**src/rtl/pbank_pkg.sv**
```systemverilog
package pbank_pkg;
    localparam int PORT_W  = 8;
    localparam int N_PORTS = 6;
    localparam int N_EV    = 3;
    localparam int WIN_LSB = 4;

    localparam logic [3:0] OFF_PEND = 4'h6;
    localparam logic [3:0] OFF_CTL  = 4'h7;
    localparam logic [3:0] OFF_EV0  = 4'h8;
    localparam logic [3:0] OFF_FREE = 4'hB;

    typedef enum logic [1:0] {
        PG_PLAIN = 2'd0,
        PG_POL   = 2'd1,
        PG_ENA   = 2'd2,
        PG_ID    = 2'd3
    } page_e;

    typedef struct packed {
        logic [N_PORTS-1:0][PORT_W-1:0] data;
    } port_st_t;

    typedef struct packed {
        page_e                        page;
        logic [N_PORTS-1:0]           lock;
        logic [N_EV-1:0][PORT_W-1:0]  pol;
        logic [N_EV-1:0][PORT_W-1:0]  ena;
    } ctl_st_t;

    typedef struct packed {
        logic [PORT_W-1:0] rdata;
    } rd_st_t;
endpackage

```
**src/rtl/pbank_decode.sv**
```systemverilog
module pbank_decode
    import pbank_pkg::*;
#(
    parameter int                ADDR_W    = 12,
    parameter logic [ADDR_W-1:0] BASE_ADDR = 'h200
) (
    input  logic              clk,
    input  logic              rst_n,
    input  logic [ADDR_W-1:0] addr,
    input  logic              wr_en,
    input  logic              rd_en,
    input  page_e             page,
    input  logic [N_PORTS-1:0] lock,
    output logic [N_PORTS-1:0] port_we,
    output logic              ctl_we,
    output logic [N_EV-1:0]   pol_we,
    output logic [N_EV-1:0]   ena_we,
    output logic [N_EV-1:0]   id_clr,
    output logic              rd_hit,
    output logic [3:0]        rd_off
);
    logic       in_win;
    logic [3:0] off;
    logic       wr_hit;

    always_comb begin
        in_win = (addr[ADDR_W-1:WIN_LSB] == BASE_ADDR[ADDR_W-1:WIN_LSB]);
        off    = addr[WIN_LSB-1:0];
        wr_hit = wr_en && in_win;
        rd_hit = rd_en && in_win;
        rd_off = off;
        ctl_we = wr_hit && (off == OFF_CTL);
        for (int i = 0; i < N_PORTS; i++) begin
            port_we[i] = wr_hit && (off == 4'(i)) && !lock[i];
        end
        for (int j = 0; j < N_EV; j++) begin
            pol_we[j] = wr_hit && (off == OFF_EV0 + 4'(j)) && (page == PG_POL);
            ena_we[j] = wr_hit && (off == OFF_EV0 + 4'(j)) && (page == PG_ENA);
            id_clr[j] = wr_hit && (off == OFF_EV0 + 4'(j)) && (page == PG_ID);
        end
    end

    // One access touches one identification byte at most.
    assert_clr_onehot_R8: assert property (@(posedge clk) disable iff (!rst_n)
        $onehot0(id_clr));

    // Only one kind of paged storage is written per cycle.
    assert_paged_excl_R7: assert property (@(posedge clk) disable iff (!rst_n)
        $countones({|pol_we, |ena_we, |id_clr}) <= 1);
endmodule

```
**src/rtl/pbank_ports.sv**
```systemverilog
module pbank_ports
    import pbank_pkg::*;
(
    input  logic                       clk,
    input  logic                       rst_n,
    input  logic [N_PORTS-1:0]         port_we,
    input  logic [N_PORTS-1:0]         lock,
    input  logic [PORT_W-1:0]          wdata,
    output logic [N_PORTS*PORT_W-1:0]  drive_low
);
    port_st_t st_d, st_q;

    always_comb begin
        st_d = st_q;
        for (int i = 0; i < N_PORTS; i++) begin
            if (port_we[i]) st_d.data[i] = wdata;
        end
    end

    always_ff @(posedge clk or negedge rst_n) begin
        if (!rst_n) st_q <= '0;
        else        st_q <= st_d;
    end

    assign drive_low = st_q.data;

    for (genvar g = 0; g < N_PORTS; g++) begin : g_chk
        // A locked port keeps its value across the edge.
        assert_lock_hold_R6: assert property (@(posedge clk) disable iff (!rst_n)
            lock[g] |=> $stable(st_q.data[g]));
        // An accepted write lands as written.
        assert_write_lands_R2: assert property (@(posedge clk) disable iff (!rst_n)
            port_we[g] |=> (st_q.data[g] == $past(wdata)));
    end
endmodule

```
**src/rtl/pbank_ctl.sv**
```systemverilog
module pbank_ctl
    import pbank_pkg::*;
(
    input  logic                     clk,
    input  logic                     rst_n,
    input  logic                     ctl_we,
    input  logic [N_EV-1:0]          pol_we,
    input  logic [N_EV-1:0]          ena_we,
    input  logic [PORT_W-1:0]        wdata,
    output page_e                    page,
    output logic [N_PORTS-1:0]       lock,
    output logic [N_EV*PORT_W-1:0]   pol,
    output logic [N_EV*PORT_W-1:0]   ena
);
    ctl_st_t st_d, st_q;

    always_comb begin
        st_d = st_q;
        if (ctl_we) begin
            st_d.page = page_e'(wdata[PORT_W-1:PORT_W-2]);
            st_d.lock = wdata[N_PORTS-1:0];
        end
        for (int j = 0; j < N_EV; j++) begin
            if (pol_we[j]) st_d.pol[j] = wdata;
            if (ena_we[j]) st_d.ena[j] = wdata;
        end
    end

    always_ff @(posedge clk or negedge rst_n) begin
        if (!rst_n) st_q <= '0;
        else        st_q <= st_d;
    end

    assign page = st_q.page;
    assign lock = st_q.lock;
    assign pol  = st_q.pol;
    assign ena  = st_q.ena;

    // Reset leaves page 0 and no lock.
    assert_rst_clear_R1: assert property (@(posedge clk)
        !rst_n |=> (st_q.page == PG_PLAIN && st_q.lock == '0));

    // Polarity storage only moves while page 1 is selected.
    assert_pol_guard_R7: assert property (@(posedge clk) disable iff (!rst_n)
        (st_q.page != PG_POL) |=> $stable(st_q.pol));

    // Enable storage only moves while page 2 is selected.
    assert_ena_guard_R7: assert property (@(posedge clk) disable iff (!rst_n)
        (st_q.page != PG_ENA) |=> $stable(st_q.ena));
endmodule

```
**src/rtl/pbank_rdmux.sv**
```systemverilog
module pbank_rdmux
    import pbank_pkg::*;
(
    input  logic                       clk,
    input  logic                       rst_n,
    input  logic                       rd_hit,
    input  logic [3:0]                 rd_off,
    input  page_e                      page,
    input  logic [N_PORTS-1:0]         lock,
    input  logic [N_EV*PORT_W-1:0]     pol,
    input  logic [N_EV*PORT_W-1:0]     ena,
    input  logic [N_EV*PORT_W-1:0]     flags,
    input  logic [N_PORTS*PORT_W-1:0]  pin_in,
    output logic [PORT_W-1:0]          rdata
);
    rd_st_t            st_d, st_q;
    logic [PORT_W-1:0] val;

    always_comb begin
        val = '0;
        for (int i = 0; i < N_PORTS; i++) begin
            if (rd_off == 4'(i)) val = ~pin_in[i*PORT_W +: PORT_W];
        end
        if (rd_off == OFF_PEND) begin
            for (int j = 0; j < N_EV; j++) val[j] = |flags[j*PORT_W +: PORT_W];
        end
        if (rd_off == OFF_CTL) val = {page, lock};
        for (int j = 0; j < N_EV; j++) begin
            if (rd_off == OFF_EV0 + 4'(j)) begin
                case (page)
                    PG_POL:  val = pol[j*PORT_W +: PORT_W];
                    PG_ENA:  val = ena[j*PORT_W +: PORT_W];
                    PG_ID:   val = flags[j*PORT_W +: PORT_W];
                    default: val = '0;
                endcase
            end
        end
        st_d.rdata = rd_hit ? val : '0;
    end

    always_ff @(posedge clk or negedge rst_n) begin
        if (!rst_n) st_q <= '0;
        else        st_q <= st_d;
    end

    assign rdata = st_q.rdata;

    // Summary byte carries no bits above the three event ports.
    assert_pend_hi_zero_R4: assert property (@(posedge clk) disable iff (!rst_n)
        (rd_hit && rd_off == OFF_PEND) |=> (st_q.rdata[PORT_W-1:N_EV] == '0));

    // Free offsets read as zero.
    assert_free_zero_R9: assert property (@(posedge clk) disable iff (!rst_n)
        (rd_hit && rd_off >= OFF_FREE) |=> (st_q.rdata == '0));
endmodule

```
**src/rtl/odport_regbank.sv**
```systemverilog
module odport_regbank
    import pbank_pkg::*;
#(
    parameter int                ADDR_W    = 12,
    parameter logic [ADDR_W-1:0] BASE_ADDR = 'h200
) (
    input  logic                       clk,
    input  logic                       rst_n,
    input  logic [ADDR_W-1:0]          bus_addr,
    input  logic                       bus_wr,
    input  logic                       bus_rd,
    input  logic [PORT_W-1:0]          bus_wdata,
    output logic [PORT_W-1:0]          bus_rdata,
    input  logic [N_PORTS*PORT_W-1:0]  pin_level,
    output logic [N_PORTS*PORT_W-1:0]  pin_drive_low,
    output logic [N_EV*PORT_W-1:0]     evt_pol,
    output logic [N_EV*PORT_W-1:0]     evt_ena,
    input  logic [N_EV*PORT_W-1:0]     evt_flags,
    output logic [N_EV-1:0]            evt_clr
);
    page_e              page;
    logic [N_PORTS-1:0] lock;
    logic [N_PORTS-1:0] port_we;
    logic               ctl_we;
    logic [N_EV-1:0]    pol_we;
    logic [N_EV-1:0]    ena_we;
    logic               rd_hit;
    logic [3:0]         rd_off;

    pbank_decode #(.ADDR_W(ADDR_W), .BASE_ADDR(BASE_ADDR)) u_dec (
        .clk(clk), .rst_n(rst_n), .addr(bus_addr), .wr_en(bus_wr), .rd_en(bus_rd),
        .page(page), .lock(lock), .port_we(port_we), .ctl_we(ctl_we),
        .pol_we(pol_we), .ena_we(ena_we), .id_clr(evt_clr),
        .rd_hit(rd_hit), .rd_off(rd_off)
    );

    pbank_ports u_ports (
        .clk(clk), .rst_n(rst_n), .port_we(port_we), .lock(lock),
        .wdata(bus_wdata), .drive_low(pin_drive_low)
    );

    pbank_ctl u_ctl (
        .clk(clk), .rst_n(rst_n), .ctl_we(ctl_we), .pol_we(pol_we), .ena_we(ena_we),
        .wdata(bus_wdata), .page(page), .lock(lock), .pol(evt_pol), .ena(evt_ena)
    );

    pbank_rdmux u_rd (
        .clk(clk), .rst_n(rst_n), .rd_hit(rd_hit), .rd_off(rd_off), .page(page),
        .lock(lock), .pol(evt_pol), .ena(evt_ena), .flags(evt_flags),
        .pin_in(pin_level), .rdata(bus_rdata)
    );

    // A clear strobe never coexists with a polarity or enable write.
    assert_clr_no_store_R8: assert property (@(posedge clk) disable iff (!rst_n)
        (|evt_clr) |=> ($stable(evt_pol) && $stable(evt_ena)));
endmodule

```
**config.mk**
```make
export PLATFORM = sky130hd
export DESIGN_NAME = odport_regbank
export DESIGN_NICKNAME = d
export VERILOG_FILES = /design/src/rtl/pbank_pkg.sv /design/src/rtl/pbank_decode.sv /design/src/rtl/pbank_ports.sv /design/src/rtl/pbank_ctl.sv /design/src/rtl/pbank_rdmux.sv /design/src/rtl/odport_regbank.sv
export SDC_FILE = /design/constraint.sdc
export NUM_CORES = 1
export LEC_CHECK = 0
export ABC_AREA = 1
export BUFFER_PORTS_ARGS = -buffer_cell sky130_fd_sc_hd__buf_2
export CAP_MARGIN = 0
export CORE_MARGIN = 8
export CORE_UTILIZATION = 30
export CTS_CLUSTER_SIZE = 25
export DETAILED_ROUTE_END_ITERATION = 6
export MAX_ROUTING_LAYER = met4
export PLACE_DENSITY = 0.58
export SETUP_SLACK_MARGIN = 0.15
export SYNTH_ARGS = -nofsm -noshare
export SYNTH_HDL_FRONTEND = slang
export SYNTH_SLANG_ARGS = --single-unit
```
**constraint.sdc**
```tcl
create_clock -name clk -period 4.1 [get_ports clk]
set_input_delay 0.82 -clock clk [delete_from_list [all_inputs] [get_ports clk]]
set_output_delay 0.82 -clock clk [all_outputs]
set_load 0.05 [all_outputs]
```
==> qor.yml <==
cts.sink_count: 112
path_max_fanout: 8
grt_antenna_before_repair: 5
clk_pin_slew_ns: 0.07
core_um2: 18500
synth_cells: 708
synthFlopType: "dfrtp_1"
multi_input_area_um2: 2280
slew_headroom: 0.325
endpoint_kind: "output port"
die_w_um: 152
grt_max_degree: 70
r2r-start: "u_ctl.page[0]"
fin_skew_ns: 0.0165
ant_nets: 0
finalCritPeriodShare: 0.794
wirelength_mm: 21.1
syn_area_um2: 5580
yosys_warnings: 0
drv_cap: 0
syn_avg_cell_area_um2: 7.89
post-route-util: 0.381
numPortBuffers: 202
die_height_um: 152
yosysUniqueCellTypes: 31
grt_pass1_wl_mm: 32.0
max_slew.worst_pin.slew_ns: 1.01
firstDrtPassIters: 5
cp-start-kind: "input port"
critPathKind: "input port to output port"
pin_count: 203
ys_seq_elements: 112
power_density_nw_per_um2: 310
ys_seq_area_frac: 0.502
register_area_um2: 2800
worstSetupStartpoint: "bus_addr[7]"
holdWs_ns: 0.485
max_freq_ghz: 0.307
synth_edf_count: 0
clock_path_buffers: 2
cts_root_buf: "clkbuf_16"
drive_gt1_frac: 0.266
ir_drop_v: 0.000200
hold_viol: 0
period_minus_slack_ns: 3.25
synth-async-reset-ratio: 1.00
dp_hpwl_mm: 15.7
power_w: 0.00218
cp_data_required_time_ns: 3.28
cts_setup_buffers: 0
grt_pass1_vias: 5339
overflow: 0
num-fill-cells: 1952
gp_routability_congestion: 0.826
slew_violations: 0
cts_tree: "built"
ctsResizeCount: 0
final_nets: 989
htree_levels: 3
hold_class: "flip-flop to flip-flop"
hp-start: "u_ports.drive_low[23]"
via_per_inst: 4.74
cp_data_arrival_time_ns: 2.43
dieArea_um2: 23200
drc_errors: 0
total_leakage_power_nw: 3.85
track_usage: 0.184
cts_buffers: 9
holdBufCountCts: 0
dr.first_iter.drc_count: 349
setup_viol: 0
row_count: 50
wl_per_cell_um: 18.6
status: "complete, no violations"
setup-tns-final_ns: 0
synthesis.nets: 804
clk_latency_ns: 0.36
initial_utilization: 0.303
vias: 5377
areaGrowthSynthToFinish_pct: 25.8
rsz0062_at_grt: "no"
layout make-up:
type / count / area share
inverter: 81 / 0.0433
multi-input combinational: 484 / 0.324
clock inverter: 3 / 0.00624
antenna: 5 / 0.00178
clock buffer: 11 / 0.0346
timing repair buffer: 205 / 0.149
sequential: 112 / 0.399
tap: 234 / 0.0417
cells by family after synthesis:
kind of cell    Yosys count  share of synthesized area
simple gates            347                      0.278
buf+inv                 112                     0.0905
flops                   112                      0.502
compound gates          137                      0.130
cells in the final DEF (no fill, tap or decap), drive strengths merged:
master,n
bufinv,1
nor4,7
nand3b,2
a211oi,3
o21ai,104
a22o,4
inv,80
clkbuf,11
nand2,246
buf,205
a21oi,20
and2,1
dfrtp,112
nand3,39
nor3,1
nand4,13
o211ai,6
clkinv,3
diode,5
nor2,38
per-layer routing:
layer,share of wire,GRT usage,up-vias
li1,-,-,2652
met1,0.44,0.223,2506
met2,0.46,0.285,189
met4,0.027,0.0702,0
met5,0,-,-
met3,0.077,0.0556,30
metrics by stage:
| step | instance area [um^2] | worst slack [ns] | std cells |
|---|---|---|---|
| finish | 7020 | 0.846 | 1135 |
| global route | 7020 | 0.700 | 1135 |
| CTS | 7010 | 0.833 | 1130 |
| detailed placement | 6720 | 0.834 | 1116 |
| global placement | 6720 | 0.888 | 1116 |
| floorplan | 5580 | 0.991 | 708 |
Yosys cell counts, types with 3 or more instances:
master | instances | area share
nand2_1 | 244 | 0.16
o211ai_1 | 6 | 0.0081
a21oi_1 | 20 | 0.018
inv_1 | 79 | 0.053
nand3_4 | 6 | 0.019
nor2_1 | 34 | 0.023
dfrtp_1 | 112 | 0.50
buf_6 | 7 | 0.014
a211oi_1 | 3 | 0.0040
buf_2 | 10 | 0.0090
nand3_2 | 3 | 0.0054
o21ai_0 | 50 | 0.045
o21ai_1 | 54 | 0.048
a22o_1 | 4 | 0.0063
nor4_1 | 6 | 0.0067
clkbuf_1 | 12 | 0.0081
nand3_1 | 30 | 0.027
nand4_1 | 12 | 0.013
flip-flops by register name (all words and copies together) (netlist names):
name               cells
u_ctl.pol             24
u_rd.rdata             8
u_ctl.page             2
u_ctl.lock             6
u_ports.drive_low     48
u_ctl.ena             24
worst max-delay path, stage by stage:
cell and delay [ns]:
buf_2 0.10, nor2_1 0.10, nand2_1 0.07, nor4_2 0.16
and2_1 0.51, nand2_1 0.13, nor2_1 0.22, buf_2 0.31
final timing paths:
kind | to | cells after the start | slack [ns]
setup / recovery | evt_clr[0] | 8 | 0.85
hold / removal | u_ports.drive_low[23] | 2 | 0.48
setup reg to reg | u_rd.rdata[1] | 8 | 2.12
hold reg to reg | u_ports.drive_low[23] | 2 | 0.48
max in group asynchronous | u_ctl.lock[5] | 2 | 2.73
min in group asynchronous | u_ports.drive_low[18] | 1 | 0.60
power breakdown:
part	switching [W]	internal, W
Combinational	0.000124	0.0000552
Clock	0.000403	0.000485
Sequential	0.00000146	0.00111
Note: power is estimated with default switching activity, not from simulation.
